## config.mk

```make
export PLATFORM = sky130hd
export DESIGN_NAME = reload_timer16
export DESIGN_NICKNAME = d
export VERILOG_FILES = /design/src/rtl/timer16_pkg.sv /design/src/rtl/tmr_prescaler.sv /design/src/rtl/tmr_event_sync.sv /design/src/rtl/tmr_core.sv /design/src/rtl/reload_timer16.sv
export SDC_FILE = /design/constraint.sdc
export NUM_CORES = 1
export LEC_CHECK = 0
export ABC_CLOCK_PERIOD_IN_PS = 3150
export BUFFER_PORTS_ARGS = -buffer_cell sky130_fd_sc_hd__buf_2
export CORE_MARGIN = 5
export CORE_UTILIZATION = 60
export CTS_BUF_LIST = sky130_fd_sc_hd__clkbuf_16
export CTS_CLUSTER_DIAMETER = 120
export DETAILED_ROUTE_END_ITERATION = 10
export GPL_TIMING_DRIVEN = 0
export PLACE_DENSITY = 0.89
export SYNTH_ARGS = -nofsm -noshare
export SYNTH_HDL_FRONTEND = slang
export SYNTH_SLANG_ARGS = --single-unit
```

## constraint.sdc

```tcl
create_clock -name clk -period 3.15 [get_ports clk]
set_clock_uncertainty 0.2 [all_clocks]
set_input_delay 0.315 -clock clk [delete_from_list [all_inputs] [get_ports clk]]
set_output_delay 0.315 -clock clk [all_outputs]
set_load 0.05 [all_outputs]
```

## src/rtl/timer16_pkg.sv

```systemverilog
package timer16_pkg;
  localparam int ADDR_W = 3;

  localparam logic [ADDR_W-1:0] A_CNT_LO = 3'd0;
  localparam logic [ADDR_W-1:0] A_CNT_HI = 3'd1;
  localparam logic [ADDR_W-1:0] A_CTRL   = 3'd2;
  localparam logic [ADDR_W-1:0] A_SRC    = 3'd3;
  localparam logic [ADDR_W-1:0] A_FLAG   = 3'd4;

  localparam int CTRL_POL  = 5;
  localparam int CTRL_STOP = 6;
  localparam int CTRL_EXT  = 7;

  localparam logic [2:0] MODE_COUNT = 3'b000;
  localparam logic [2:0] MODE_PULSE = 3'b001;

  localparam logic [7:0] CTRL_RESET = 8'h40;
endpackage

```

## src/rtl/tmr_prescaler.sv

```systemverilog
module tmr_prescaler #(
  parameter int STAGES = 10,
  parameter int SEL_W  = 4
) (
  input  logic             clk,
  input  logic             rst,
  input  logic [SEL_W-1:0] sel,
  output logic             tick
);
  localparam logic [SEL_W-1:0] SEL_MAX = SEL_W'(STAGES - 1);

  logic [STAGES-1:0] div_q;
  logic [STAGES-1:0] mask;
  logic [SEL_W-1:0]  sel_eff;

  assign sel_eff = (sel >= SEL_MAX) ? SEL_MAX : sel;

  for (genvar i = 0; i < STAGES; i++) begin : g_mask
    assign mask[i] = (SEL_W'(i) <= sel_eff);
  end

  always_ff @(posedge clk) begin
    if (rst) div_q <= '0;
    else     div_q <= div_q + 1'b1;
  end

  assign tick = &(div_q | ~mask);
endmodule

```

## src/rtl/tmr_event_sync.sv

```systemverilog
module tmr_event_sync #(
  parameter int STAGES = 2
) (
  input  logic clk,
  input  logic rst,
  input  logic evt_in,
  input  logic fall_sel,
  output logic evt_pulse
);
  logic [STAGES-1:0] sync_q;
  logic              prev_q;
  logic              rise, fall;

  always_ff @(posedge clk) begin
    if (rst) begin
      sync_q <= '0;
      prev_q <= 1'b0;
    end else begin
      sync_q <= {sync_q[STAGES-2:0], evt_in};
      prev_q <= sync_q[STAGES-1];
    end
  end

  assign rise      = sync_q[STAGES-1] & ~prev_q;
  assign fall      = ~sync_q[STAGES-1] & prev_q;
  assign evt_pulse = fall_sel ? fall : rise;
endmodule

```

## src/rtl/tmr_core.sv

```systemverilog
module tmr_core #(
  parameter int CNT_W = 16
) (
  input  logic             clk,
  input  logic             rst,
  input  logic             count_en,
  input  logic             running,
  input  logic             pulse_mode,
  input  logic             pol,
  input  logic             wr_commit,
  input  logic [CNT_W-1:0] wr_value,
  input  logic             pol_flip,
  input  logic             irq_clr,
  output logic [CNT_W-1:0] cnt_o,
  output logic             irq_o,
  output logic             lvl_o,
  output logic             uflow_o
);
  logic [CNT_W-1:0] cnt_q, reload_q, reload_nxt;
  logic             irq_q, lvl_q;

  assign uflow_o    = count_en && (cnt_q == '0);
  assign reload_nxt = wr_commit ? wr_value : reload_q;

  always_ff @(posedge clk) begin
    if (rst) begin
      cnt_q    <= '1;
      reload_q <= '1;
      irq_q    <= 1'b0;
      lvl_q    <= 1'b1;
    end else begin
      reload_q <= reload_nxt;
      if (wr_commit && !running)
        cnt_q <= wr_value;
      else if (count_en)
        cnt_q <= (cnt_q == '0) ? reload_nxt : cnt_q - 1'b1;

      if (uflow_o)      irq_q <= 1'b1;
      else if (irq_clr) irq_q <= 1'b0;

      if (wr_commit) lvl_q <= ~pol;
      else           lvl_q <= lvl_q ^ pol_flip ^ (uflow_o & pulse_mode);
    end
  end

  assign cnt_o = cnt_q;
  assign irq_o = irq_q;
  assign lvl_o = lvl_q;
endmodule

```

## src/rtl/reload_timer16.sv

```systemverilog
module reload_timer16
  import timer16_pkg::*;
#(
  parameter int DATA_W      = 8,
  parameter int PRE_STAGES  = 10,
  parameter int SEL_W       = 4,
  parameter int SYNC_STAGES = 2
) (
  input  logic              clk,
  input  logic              rst,
  input  logic [ADDR_W-1:0] bus_addr,
  input  logic              bus_wr,
  input  logic              bus_rd,
  input  logic [DATA_W-1:0] bus_wdata,
  output logic [DATA_W-1:0] bus_rdata,
  input  logic              evt_in,
  output logic              pulse_out,
  output logic              irq_flag
);
  localparam int CNT_W = 2 * DATA_W;

  logic [DATA_W-1:0] ctrl_q, wbuf_q, hold_q, rdata_q;
  logic [SEL_W-1:0]  src_q;
  logic [CNT_W-1:0]  cnt;
  logic [CNT_W-1:0]  wr_value;
  logic tick, evt_pulse, running, pulse_mode, mode_ok, count_en;
  logic wr_commit, pol_flip, irq_clr, uflow, irq, lvl;

  assign running    = !ctrl_q[CTRL_STOP];
  assign pulse_mode = (ctrl_q[2:0] == MODE_PULSE);
  assign mode_ok    = (ctrl_q[2:0] == MODE_COUNT) || pulse_mode;
  assign count_en   = running && mode_ok && (ctrl_q[CTRL_EXT] ? evt_pulse : tick);

  assign wr_commit = bus_wr && (bus_addr == A_CNT_HI);
  assign wr_value  = {bus_wdata, wbuf_q};
  assign pol_flip  = bus_wr && (bus_addr == A_CTRL) &&
                     (bus_wdata[CTRL_POL] != ctrl_q[CTRL_POL]);
  assign irq_clr   = bus_wr && (bus_addr == A_FLAG) && !bus_wdata[0];

  tmr_prescaler #(.STAGES(PRE_STAGES), .SEL_W(SEL_W)) u_pre (
    .clk (clk), .rst (rst), .sel (src_q), .tick (tick)
  );

  tmr_event_sync #(.STAGES(SYNC_STAGES)) u_sync (
    .clk (clk), .rst (rst), .evt_in (evt_in),
    .fall_sel (ctrl_q[CTRL_POL]), .evt_pulse (evt_pulse)
  );

  tmr_core #(.CNT_W(CNT_W)) u_core (
    .clk (clk), .rst (rst), .count_en (count_en), .running (running),
    .pulse_mode (pulse_mode), .pol (ctrl_q[CTRL_POL]),
    .wr_commit (wr_commit), .wr_value (wr_value), .pol_flip (pol_flip),
    .irq_clr (irq_clr), .cnt_o (cnt), .irq_o (irq), .lvl_o (lvl),
    .uflow_o (uflow)
  );

  always_ff @(posedge clk) begin
    if (rst) begin
      ctrl_q  <= CTRL_RESET;
      src_q   <= '0;
      wbuf_q  <= '1;
      hold_q  <= '1;
      rdata_q <= '0;
    end else begin
      if (bus_wr) begin
        case (bus_addr)
          A_CNT_LO: wbuf_q <= bus_wdata;
          A_CTRL:   ctrl_q <= bus_wdata;
          A_SRC:    src_q  <= bus_wdata[SEL_W-1:0];
          default:  ;
        endcase
      end
      if (bus_rd) begin
        case (bus_addr)
          A_CNT_LO: rdata_q <= hold_q;
          A_CNT_HI: begin
            rdata_q <= cnt[CNT_W-1:DATA_W];
            hold_q  <= cnt[DATA_W-1:0];
          end
          A_CTRL:   rdata_q <= ctrl_q;
          A_SRC:    rdata_q <= DATA_W'(src_q);
          A_FLAG:   rdata_q <= DATA_W'(irq);
          default:  rdata_q <= '0;
        endcase
      end
    end
  end

  assign bus_rdata = rdata_q;
  assign pulse_out = lvl;
  assign irq_flag  = irq;
endmodule

```

After elaboration in Yosys (flattened, before gate mapping). Cells that the tools add are included.

Register bits after elaboration: 83. Output and inout bits: 10. Logic and storage cells: 74.

$add $sub $neg: 2. Magnitude comparators: 11. Equality and inequality tests: 6. Multiplexer cells: 11. Bitwise logic cells: 10. Reduce and logical (&&, ||, !) cells: 22.

Operators with widths (number): $mux W16 (4); $pmux W8 S5 (1); $le A3 B4 Y1 const A (4); $logic_not A16 Y1 (1); $sub A16 B1 Y16 const B (1); $add A10 B1 Y10 const B (1); $not A10 Y10 (1); $or A10 B10 Y10 (1); $reduce_and A10 Y1 (1); $logic_and A1 B1 Y1 (9); $le A1 B4 Y1 const A (2); $le A2 B4 Y1 const A (2); $le A4 B4 Y1 const A (2); $reduce_and A2 Y1 (4); $eq A3 B1 Y1 const B (2); $eq A3 B2 Y1 const B (2); $logic_not A3 Y1 (2); $mux W1 (5); $ge A4 B4 Y1 const B (1); $mux W4 (1); $reduce_bool A2 Y1 (2); $and A1 B1 Y1 (3); $eq A3 B3 Y1 const B (1); $not A1 Y1 (3); other kinds (4) (6).

Longest topological paths before layout. Gate-level depths: netlist (run 1).

Word-level depth: 12. Depth in mapped cells: 8.

Cells and area by module. Synthesis (run 1) repeated with hierarchy kept, for this count alone.

Cells, all modules: 468. Area, all modules: 4294.1 µm².

By module, submodules not included: tmr_core (instances 1, cells an instance 229, area an instance 2005.7 µm², seq. area each 680.7 µm²); reload_timer16 (instances 1, cells an instance 171, area an instance 1681.6 µm², seq. area each 720.7 µm²); tmr_prescaler (instances 1, cells an instance 59, area an instance 505.5 µm², seq. area each 200.2 µm²); tmr_event_sync (instances 1, cells an instance 9, area an instance 101.3 µm², seq. area each 60.1 µm²).

Worst setup path before layout (run 1). Ideal clock, no wire load.

Kind: register to register. From: reg u_core.cnt_q[2] (netlist: u_core.cnt_o[2]). To: reg u_core.cnt_q[1] (netlist: u_core.cnt_o[1]). Library setup time: 91 ps. Arrival: 1995 ps. Path slack: 864 ps. Stages on the path, launching flop included: 6. Cell sequence: dfxtp_1 buf_6 or4_4 nor4_4 mux2_2 a311oi_1.

Cells in the longest elaborated chain, start to end: 4.

RTL lines: start: declaration (line tmr_core.sv:19) `logic [CNT_W-1:0] cnt_q, reload_q, reload_nxt;`; start signal: assignment (line tmr_core.sv:34) `cnt_q <= wr_value;`; start signal: assignment (line tmr_core.sv:36) `cnt_q <= (cnt_q == '0) ? reload_nxt : cnt_q - 1'b1;`; $logic_not A16 Y1 (line tmr_core.sv:36); $mux W16 (line tmr_core.sv:36); $mux W16 (line tmr_core.sv:35) `else if (count_en)`; $mux W16 (line tmr_core.sv:33) `if (wr_commit && !running)`.

Every way passes these cells. The select of a mux whose other input is x is not followed. A chain may end at the register's enable or synchronous reset.

Worst setup path in the final report (run 1).
From: reg src_q[1]. To: reg u_core.irq_q (netlist: u_core.irq_o).

Cells in the longest elaborated chain, start to end: 10. Elaborated cells between the ends (all ways): 20. Those cells by class: 11 x order compare; 3 x mux; 2 x bitwise; 4 x reduce/logical.

RTL lines: start: declaration (line reload_timer16.sv:23) `logic [SEL_W-1:0] src_q;`; start signal: assignment (line reload_timer16.sv:69) `A_SRC: src_q <= bus_wdata[SEL_W-1:0];`; $ge A4 B4 Y1 (line tmr_prescaler.sv:16) `assign sel_eff = (sel >= SEL_MAX) ? SEL_MAX : sel;`; $mux W4 * (line tmr_prescaler.sv:16); $le A1 B4 Y1, or another cell as far along (line tmr_prescaler.sv:19) `assign mask[i] = (SEL_W'(i) <= sel_eff);`; $not A10 Y10 * (line tmr_prescaler.sv:27) `assign tick = &(div_q | ~mask);`; $or A10 B10 Y10 * (line tmr_prescaler.sv:27); $reduce_and A10 Y1 * (line tmr_prescaler.sv:27); $mux W1 * (line reload_timer16.sv:32) `assign count_en = running && mode_ok && (ctrl_q[CTRL_EXT] ? evt_pulse : tick);`; $logic_and A1 B1 Y1 * (line reload_timer16.sv:32); $logic_and A1 B1 Y1 * (line tmr_core.sv:22) `assign uflow_o = count_en && (cnt_q == '0);`; $mux W1 / $reduce_bool A2 Y1 (equally long branches); end signal: assignment (line tmr_core.sv:29) `irq_q <= 1'b0;`; end signal: assignment (line tmr_core.sv:38) `if (uflow_o) irq_q <= 1'b1;`; end signal: assignment (line tmr_core.sv:39) `else if (irq_clr) irq_q <= 1'b0;`; end: declaration (line tmr_core.sv:20) `logic irq_q, lvl_q;`.

Every way passes the cells marked *; elsewhere a longest branch is shown, timed or not.

==> results of run 1 <==
## final cells by class
class                      instances  area (µm²)  share of cell area
clock buffer                       9       225.2             0.04873
clock inverter                     7       68.82             0.01489
tap                               80       100.1             0.02166
inverter                           4       15.01            0.003249
sequential                        83        1662              0.3595
multi-input combinational        354        2292              0.4959
timing repair buffer              25       130.1             0.02815
buffer                            30       128.9             0.02788
## per-stage QoR
stage,util,instances
2_1_floorplan,-,471
3_3_place_gp,0.6426,575
3_5_place_dp,0.6426,575
4_1_cts,0.6879,592
5_1_grt,0.6879,592
6_report,0.6879,592
## routing by layer
layer,share of wire,vias to the layer above
met5,0,-
met4,0.041,0
met3,0.074,40
met2,0.46,187
met1,0.42,1748
li1,-,1756
## cells by family after synthesis
group,after synthesis,synth area share
muxes,30,0.08305
AOI/OAI and AO/OA,89,0.1512
DFF,83,0.4055
adders and majority gates,3,0.009161
buffers and inverters,34,0.03511
and+or+nand+nor,212,0.2733
xor gates and xnor gates,20,0.04275
## power groups by stage
stage               clock (µW)  combinational [µW]  sequential [µW]
floorplan                    0                 114             1140
global placement             0                 183             1130
detailed placement           0                 188             1130
CTS                       1040                 189             1110
global route              1090                 207             1110
finish                    1030                 192             1110
## registers in the layout (all words and copies together) (netlist names)
name,cells
u_pre.div_q,10
u_sync.sync_q,2
u_core.irq_o,1
ctrl_q,8
wbuf_q,8
u_core.lvl_o,1
u_core.cnt_o,16
u_sync.prev_q,1
bus_rdata,8
u_core.reload_q,16
hold_q,8
src_q,4
## path summary, 6_finish.rpt
| path | start | to | slack [ns] | depth (start not counted) |
|---|---|---|---|---|
| worst max-delay path | src_q[1] | u_core.irq_o | 0.48 | 7 |
| worst max register to register | src_q[1] | u_core.irq_o | 0.48 | 7 |
| worst min register to register | u_sync.sync_q[0] | u_sync.sync_q[1] | 0.25 | 1 |
| worst min-delay path | bus_wdata[6] | wbuf_q[6] | 0.07 | 2 |
## placed cells by master, fill, tap and decap left out, types with 11 or more instances in the layout
master,instances
nand2b_1,21
nor2b_1,23
nor3_1,14
o21ai_0,12
nor2_1,37
dfxtp_1,83
nand2_1,60
a21oi_1,25
nor4_1,11
nand3_1,11
xnor2_1,11
buf_2,30
a211oi_1,12
clkbuf_1,17
mux2i_1,25
nand3b_1,11
## timing repair
| item | in CTS | in global routing |
|---|---|---|
| hold buffers | 1 | 0 |
| gates resized for setup | 0 | 0 |
| endpoints found under the hold margin | 1 | 0 |
==> results.py, run 1 <==
metrics = {
    "outcome": {
        "outcome": "finished, final reports clean",
    },
    "sta": {
        "fin_crit_sh": 0.8484,
        "drv_slew": 0,
        "fin_hold_ws_ns": 0.06615,
        "relSlewSlack": 0.5825,
        "worstMarginPinSlew_ns": 0.6262,
        "setup_viol": 0,
        "rsz0062_at_grt": "false",
        "fin_tns_setup_ns": 0,
        "final-hold-violation-count": 0,
        "worst_slack_ns": 0.4776,
        "max_freq_ghz": 0.3742,
        "period_needed_ns": 2.672,
    },
    "route": {
        "dr.pass1.iters": 6,
        "drt_iter0_drc": 303,
        "remaining_drc_errors": 0,
        "wl_per_cell_um": 18.70,
        "final_antenna_net_count": 0,
        "vias": 3731,
        "drt-vias-per-instance": 6.302,
        "wl_mm": 11.07,
    },
    "final_layout": {
        "stdcell_area_um2": 4622,
        "area_growth_pct": 12.79,
        "drive_above_1_share": 0.1172,
        "antenna_cells": 0,
        "nFillCells": 513,
        "nNetsFinal": 526,
    },
    "placed_design": {
        "routabilityCongestion": 1.011,
        "dp_hpwl_mm": 8.083,
        "preCtsSetupSlack_ns": 0.5233,
        "io_buffers": 24,
        "place_area_um2": 4318,
    },
    "yosys": {
        "synth_commonest_cells": "dfxtp_1 (83), nand2_1 (60), nor2_1 (37)",
        "synth_fp_nets": 490,
        "synth_flop_cell": "dfxtp_1",
        "synth_cells": 471,
        "ys_types": 56,
        "syn_area_per_cell_um2": 8.700,
        "synthTopCellsByArea": "dfxtp_1 (41%), mux2i_1 (6.1%), nand2_1 (5.5%)",
        "synth_most_common_cell": "dfxtp_1",
        "synth_area_um2": 4098,
        "async_reset_ff_frac": 0,
        "synth_seq_area_share": 0.4055,
        "synth_edf_count": 0,
        "ys_ff_latch": 83,
        "yosys.area.top_type_share": 0.4055,
        "synth_area_leader_cell": "dfxtp_1",
        "yosys_warnings": 0,
    },
    "clocking": {
        "htreeDepth": 3,
        "cts_sinks": 83,
        "clk_pin_slew_worst_paths_ns": 0.06,
        "cts_buffer_depth": 2,
        "cts_tree": "yes",
        "postCtsSetupBuffers": 0,
        "cts_root_buf": "clkbuf_16",
        "numCtsBuffers": 9,
        "clk_latency_ns": 0.33,
    },
    "setup_path": {
        "critPathMaxFanout": 10,
        "cp.arrival_ns": 2.73,
        "path_delay_family": "compound AO/OA/AOI/OAI gates",
        "crit_chain": "nor4_1 -> o2111ai_1 -> a221o_1 -> o31ai_4 -> clkbuf_1 -> nand2_1 -> a21oi_1",
        "worstSetupPathType": "register to register",
        "start_kind": "register",
        "setup.worst_path.end_class": "register",
        "critPathBufInv": 1,
        "cpPeakStageDelay_ns": 0.49,
        "required_ns": 3.21,
        "cp_slowest_cell": "clkbuf_1",
    },
    "floorplan": {
        "fp.dieH_um": 92.64,
        "dieArea_um2": 8582,
        "core-area_um2": 6719,
        "dieWidth_um": 92.64,
        "rows": 30,
        "initial_utilization": 0.6099,
        "pin_count": 26,
    },
    "power_and_ir_drop": {
        "switching_share": 0.2458,
        "p_switching_uw": 574.5,
        "pwr-share-seq": 0.475,
        "internal-power_uw": 1763,
        "power.density_nw_per_um2": 505.6,
        "vdd_drop_max_v": 0.0003853,
        "pwr-share-comb": 0.082,
        "p_total_uw": 2337,
        "leakagePower_uw": 0.001842,
        "clockPowerShare": 0.443,
    },
    "global_route": {
        "grt_max_degree": 15,
        "antenna_found_initial": 0,
        "grt_pass1_wl_mm": 17.93,
        "grt_use_met3": 0.04305,
        "grt_usage": 0.2687,
        "grt_overflow": 0,
        "grt_use_met2": 0.4254,
        "grtUsageMet1": 0.3540,
        "top_usage_layer": "met2",
        "grt_pass1_vias": 3549,
    },
    "hold_path": {
        "worstHoldPathType": "input pin to register",
    },
    "job": {
        "max_cap_viol_count": 0,
    },
}
(Power assumes the default switching activity.)
==> run 2, diff against run 1 <==
--- a/config.mk
+++ b/config.mk
@@ -5,7 +5,7 @@
 export SDC_FILE = /design/constraint.sdc
 export NUM_CORES = 1
 export LEC_CHECK = 0
-export ABC_CLOCK_PERIOD_IN_PS = 3150
+export ABC_CLOCK_PERIOD_IN_PS = 2500
 export BUFFER_PORTS_ARGS = -buffer_cell sky130_fd_sc_hd__buf_2
 export CORE_MARGIN = 5
 export CORE_UTILIZATION = 60
==> constraint.sdc (replaced) <==
create_clock -name clk -period 2.5 [get_ports clk]
set_clock_uncertainty 0.2 [all_clocks]
set_input_delay 0.25 -clock clk [delete_from_list [all_inputs] [get_ports clk]]
set_output_delay 0.25 -clock clk [all_outputs]
set_load 0.05 [all_outputs]
==> run 2 against run 1 <==
  * Wire length increased by 4.0%
  * Register-to-register slack worse by 0.43 ns
  * Non-clock buffer count up 9
  * Cell area grew 2.7%
  * Clock power increased by 26%
  * Worst setup slack lost 0.43 ns
  * Hold slack lost 0.052 ns
  * Count of clock-buffer cells in the layout is the same
  * Sequential power increased by 26%
  * Die area unchanged
  * Sequential cell count unchanged
==> results.py, run 2 (same netlist as run 1, synthesis figures left out) <==
metrics = {
    "route": {
        "remaining_drc_errors": 0,
        "wl_met2_mm": 5.371,
        "wl_per_cell_um": 19.16,
        "routed-wl-met3_um": 894,
        "final_antenna_net_count": 0,
        "drt_iter0_drc": 397,
        "dr.pass1.iters": 5,
        "wl_mm": 11.51,
        "drt-vias-per-instance": 6.408,
        "drt-met1-wl_mm": 4.768,
        "highest_layer": "met4",
        "vias": 3851,
    },
    "global_route": {
        "grt_max_degree": 15,
        "grt_pass1_wl_mm": 18.16,
        "antenna_found_initial": 0,
        "grt_usage": 0.2725,
        "grt_pass1_vias": 3582,
        "grt_overflow": 0,
    },
    "clocking": {
        "htreeDepth": 3,
        "clk_pin_slew_worst_paths_ns": 0.06,
        "cts_root_buf": "clkbuf_16",
        "clk_latency_ns": 0.34,
        "cts_sinks": 83,
        "numCtsBuffers": 9,
        "cts_buffer_depth": 2,
        "cts_tree": "yes",
    },
    "setup_path": {
        "cp_slowest_cell": "or4b_4",
        "cpPeakStageDelay_ns": 0.47,
        "worstSetupPathType": "register to register",
        "critPathMaxFanout": 4,
        "cp.arrival_ns": 2.50,
        "start_kind": "register",
        "setup.worst_path.end_class": "register",
        "crit_chain": "inv_4 -> ha_2 -> or4b_4 -> nor4_4 -> buf_4 -> and3b_1 -> a21oi_1 -> nor2_1 -> a211oi_2",
        "required_ns": 2.55,
        "path_delay_family": "simple AND/OR/NAND/NOR gates",
        "critPathBufInv": 2,
    },
    "final_layout": {
        "antenna_cells": 0,
        "finalNonFillerCells": 601,
        "drive_above_1_share": 0.1536,
        "utilization": 0.7067,
        "area_growth_pct": 15.88,
        "nNetsFinal": 535,
        "stdcell_area_um2": 4748,
        "final_common_cell": "dfxtp_1",
        "final_cell_mix": "dfxtp_1 (80), nand2_1 (60), nor2_1 (37), buf_2 (29)",
    },
    "floorplan": {
        "dieArea_um2": 8582,
        "rows": 30,
        "initial_utilization": 0.6099,
        "fp.dieH_um": 92.64,
        "dieWidth_um": 92.64,
        "core-area_um2": 6719,
        "pin_count": 26,
    },
    "sta": {
        "drv_slew": 0,
        "period_needed_ns": 2.451,
        "fin_crit_sh": 0.9806,
        "fin_hold_ws_ns": 0.01413,
        "setup_viol": 0,
        "relSlewSlack": 0.5718,
        "worstMarginPinSlew_ns": 0.6423,
        "max_freq_ghz": 0.4079,
        "final-hold-violation-count": 0,
    },
    "hold_path": {
        "worstHoldPathType": "input pin to register",
    },
    "power_and_ir_drop": {
        "power.density_nw_per_um2": 621.6,
        "leakagePower_uw": 0.001922,
        "vdd_drop_max_v": 0.0004805,
    },
    "placed_design": {
        "io_buffers": 24,
        "place_area_um2": 4318,
        "dp_cells": 575,
        "routabilityCongestion": 1.011,
        "dp_hpwl_mm": 8.083,
    },
    "outcome": {
        "outcome": "finished, final reports clean",
    },
    "job": {
        "max_cap_viol_count": 0,
    },
}
==> run 2: worst reg2reg max path: cells and delay by family, from the launching register on <==
family	cells	cell delay [ns]
compound gates	2	0.29
fa+ha+maj	1	0.17
buf+inv	2	0.25
flops	1	0.36
simple gates	4	1.09
==> run 2: where the power goes <==
| group | internal (µW) | switching, µW | leakage, µW |
|---|---|---|---|
| clock | 770 | 534 | 0.000137 |
| sequential | 1360 | 40.4 | 0.000676 |
| combinational | 95.5 | 155 | 0.00111 |
| total | 2220 | 729 | 0.00192 |
==> run 2: worst paths after layout <==
check              startpoint          endpoint  slack (ns)  cells past startpoint
max           u_core.cnt_o[0]   u_core.cnt_o[3]        0.05                      9
min reg2reg  u_sync.sync_q[0]  u_sync.sync_q[1]        0.25                      1
min              bus_wdata[7]         ctrl_q[7]        0.01                      3
max reg2reg   u_core.cnt_o[0]   u_core.cnt_o[3]        0.05                      9
==> run 2: routing by layer <==
metal  vias up  GRT usage
li1       1773          -
met1      1809     0.3571
met2       228     0.4344
met4         0     0.1429
met3        41    0.04062
met5         -          0
==> run 2: stage by stage <==
| stage | setup WS [ns] | setup TNS, ns | total power (µW) |
|---|---|---|---|
| finish | 0.04860 | 0 | 2952 |
| global route | -0.01738 | -0.02443 | 3050 |
| CTS | 0.04669 | 0 | 2946 |
| detailed placement | -0.1267 | -0.7575 | 1662 |
| global placement | -0.04891 | -0.1292 | 1655 |
| floorplan | 0.2145 | 0 | 1579 |
==> run 2: cell type report <==
| cell class | instances | area (µm²) |
|---|---|---|
| Multi-Input combinational cell | 354 | 2330 |
| Sequential cell | 83 | 1670 |
| Timing Repair Buffer | 35 | 207.7 |
| Fill cell | 491 | 1971 |
| Tap cell | 80 | 100.1 |
| Buffer | 29 | 128.9 |
| Clock inverter | 7 | 68.82 |
| Clock buffer | 9 | 225.2 |
| Inverter | 4 | 17.52 |
==> run 2: repair_timing <==
item	CTS	global route
pin swaps	1	3
hold endpoints to repair	2	0
buffers inserted	5	4
setup endpoints to repair	16	14
hold buffers	2	0
gates resized for setup	3	16
==> run 3, diff against run 2 <==
--- a/config.mk
+++ b/config.mk
@@ -7,13 +7,14 @@
 export LEC_CHECK = 0
 export ABC_CLOCK_PERIOD_IN_PS = 2500
 export BUFFER_PORTS_ARGS = -buffer_cell sky130_fd_sc_hd__buf_2
+export CORE_ASPECT_RATIO = 1.5
 export CORE_MARGIN = 5
 export CORE_UTILIZATION = 60
 export CTS_BUF_LIST = sky130_fd_sc_hd__clkbuf_16
 export CTS_CLUSTER_DIAMETER = 120
 export DETAILED_ROUTE_END_ITERATION = 10
 export GPL_TIMING_DRIVEN = 0
-export PLACE_DENSITY = 0.89
+export PLACE_DENSITY = 0.87
 export SYNTH_ARGS = -nofsm -noshare
 export SYNTH_HDL_FRONTEND = slang
 export SYNTH_SLANG_ARGS = --single-unit
==> run 3 against run 2 <==
  * Wire length fell by 4.9%
  * Global-route usage is 1.1 points lower
  * Hold slack better by 0.0042 ns
  * Register-to-register slack got worse by 0.05 ns
  * Highest routed layer unchanged
  * Clock power is essentially flat
  * Maximum frequency is 2.1% lower
  * The run now ends with setup timing left
  * Cell area decreased by 0.34%
  * Final cell count decreased by 0.50%
  * Power decreased by 0.59%
==> results.py, run 3 (same netlist as run 1, synthesis figures left out) <==
metrics = {
    "clocking": {
        "cts_tree": "yes",
        "cts_root_buf": "clkbuf_16",
        "cts_sinks": 83,
        "clk_latency_ns": 0.34,
        "numCtsBuffers": 9,
        "clk_pin_slew_worst_paths_ns": 0.07,
        "htreeDepth": 3,
        "cts_buffer_depth": 2,
    },
    "setup_path": {
        "setup.worst_path.end_class": "register",
        "cp_slowest_cell": "dfxtp_1",
        "crit_chain": "nand2b_1 -> o22ai_1 -> a221o_1 -> o31ai_4 -> buf_4 -> nand4_1 -> a311o_1",
        "cp.arrival_ns": 2.53,
        "critPathMaxFanout": 8,
        "r2r_end": "u_core.lvl_o",
        "r2r_start": "src_q[3]",
        "start_kind": "register",
        "reg2reg_depth": 7,
        "worstSetupPathType": "register to register",
        "critPathBufInv": 1,
        "cpPeakStageDelay_ns": 0.47,
        "path_delay_family": "compound AO/OA/AOI/OAI gates",
        "required_ns": 2.53,
        "r2r_setup_slack_ns": -0.003,
    },
    "power_and_ir_drop": {
        "leakagePower_uw": 0.001918,
        "power.density_nw_per_um2": 620.0,
        "vdd_drop_max_v": 0.0003810,
        "p_total_uw": 2934,
    },
    "placed_design": {
        "dp_hpwl_mm": 7.917,
        "dp_cells": 573,
        "io_buffers": 24,
        "routabilityCongestion": 1.025,
    },
    "global_route": {
        "antenna_found_initial": 0,
        "grt_pass1_vias": 3800,
        "grt_max_degree": 18,
        "grt_usage": 0.2620,
        "grt_overflow": 0,
        "grt_pass1_wl_mm": 18.24,
    },
    "final_layout": {
        "antenna_cells": 0,
        "nNetsFinal": 534,
        "nFillCells": 514,
        "finalNonFillerCells": 598,
        "area_growth_pct": 15.48,
        "final_common_cell": "dfxtp_1",
        "final_cell_mix": "dfxtp_1 (78), nand2_1 (60), nor2_1 (37), buf_2 (29)",
        "drive_above_1_share": 0.1538,
    },
    "route": {
        "remaining_drc_errors": 0,
        "final_antenna_net_count": 0,
        "vias": 3726,
        "dr.pass1.iters": 4,
        "wl_per_cell_um": 18.31,
        "drt-vias-per-instance": 6.231,
        "drt_iter0_drc": 311,
        "wl_mm": 10.95,
    },
    "sta": {
        "period_needed_ns": 2.503,
        "worst_slack_ns": -0.003444,
        "drv_slew": 0,
        "final-hold-violation-count": 0,
        "relSlewSlack": 0.6088,
        "setup_viol": 1,
        "worstMarginPinSlew_ns": 0.5847,
        "max_freq_ghz": 0.3995,
        "fin_crit_sh": 1.001,
    },
    "job": {
        "max_cap_viol_count": 0,
    },
    "floorplan": {
        "dieArea_um2": 8616,
        "dieWidth_um": 77.48,
        "rows": 37,
        "core-area_um2": 6759,
        "fp.dieH_um": 111.2,
        "pin_count": 26,
        "initial_utilization": 0.6063,
    },
    "hold_path": {
        "worstHoldPathType": "input pin to register",
        "hold_depth": 3,
        "min_to": "ctrl_q[2]",
        "hold_start": "bus_wdata[2]",
    },
    "outcome": {
        "outcome": "complete, but fails checks",
        "violations": "setup timing",
    },
}
==> run 3: cell types whose count changed in the layout (fill, tap and decap cells not counted), sizes merged <==
cell / change
inv: +4
clkinvlp: -2
buf: -3
dlygate4sd3: +2
bufinv: -1
clkinv: -1
==> run 3: what timing repair did <==
item,CTS,global route
hold buffers,4,0
setup buffers,2,3
pin swaps,1,4
hold endpoints to repair,6,0
cloned,0,0
setup endpoints to repair,11,17
gates resized for setup,6,10
==> run 3: cell type report <==
class / instances / area (µm²) / share of cell area
repair buffers: 33 / 197.7 / 0.04178
clock inverters: 7 / 65.06 / 0.01375
plain buffers: 30 / 133.9 / 0.02829
well taps: 78 / 97.59 / 0.02062
clock buffers: 9 / 225.2 / 0.04759
inverters: 4 / 15.01 / 0.003173
multi-input cells: 354 / 2330 / 0.4923
flip-flops and latches: 83 / 1668 / 0.3525
==> run 3: metrics by stage <==
stage | hold WS, ns | setup TNS (ns) | worst slack (ns) | util | cell area [µm²]
2_1_floorplan | 0.1679 | 0 | 0.2145 | - | 4098
3_3_place_gp | 0.2201 | -0.006271 | -0.006271 | 0.6385 | 4315
3_5_place_dp | 0.2302 | -0.3114 | -0.06542 | 0.6385 | 4315
4_1_cts | 0.005927 | -0.01319 | -0.01319 | 0.6916 | 4674
5_1_grt | 0.005794 | -0.1107 | -0.1107 | 0.7001 | 4732
6_report | 0.01829 | -0.003444 | -0.003444 | 0.7001 | 4732
==> run 3: tightest hold or removal path, stage by stage <==
cell	delay [ns]
buf_2	0.14
nand2_1	0.06
a21oi_1	0.05
==> run 3: power by group <==
part / leakage, µW / total, µW / switching [µW] / internal (µW)
combinational: 0.00110 / 246 / 150 / 96.1
clock: 0.000141 / 1290 / 588 / 701
sequential: 0.000676 / 1400 / 40.4 / 1360
total: 0.00192 / 2930 / 778 / 2160
==> run 3: worst max-delay path by stage <==
stage	endpoint	startpoint	slack, ns	cells after the start
2_1_floorplan	u_core.cnt_o[1]	u_core.cnt_o[2]	0.21	5
3_3_place_gp	u_core.cnt_o[1]	u_core.cnt_o[0]	-0.006	6
3_5_place_dp	u_core.cnt_o[2]	u_core.cnt_o[10]	-0.07	7
4_1_cts	u_core.cnt_o[2]	src_q[1]	-0.01	7
5_1_grt	u_core.lvl_o	src_q[0]	-0.11	7
6_report	u_core.lvl_o	src_q[3]	-0.003	7
==> run 3: per-layer routing <==
layer  part of all wire  up-vias  GRT usage
met3              0.056       56    0.04959
met2               0.50      179     0.4449
met4              0.063        0     0.1709
met1               0.38     1728     0.2913
met5                  0        -          0
li1                   -     1763          -
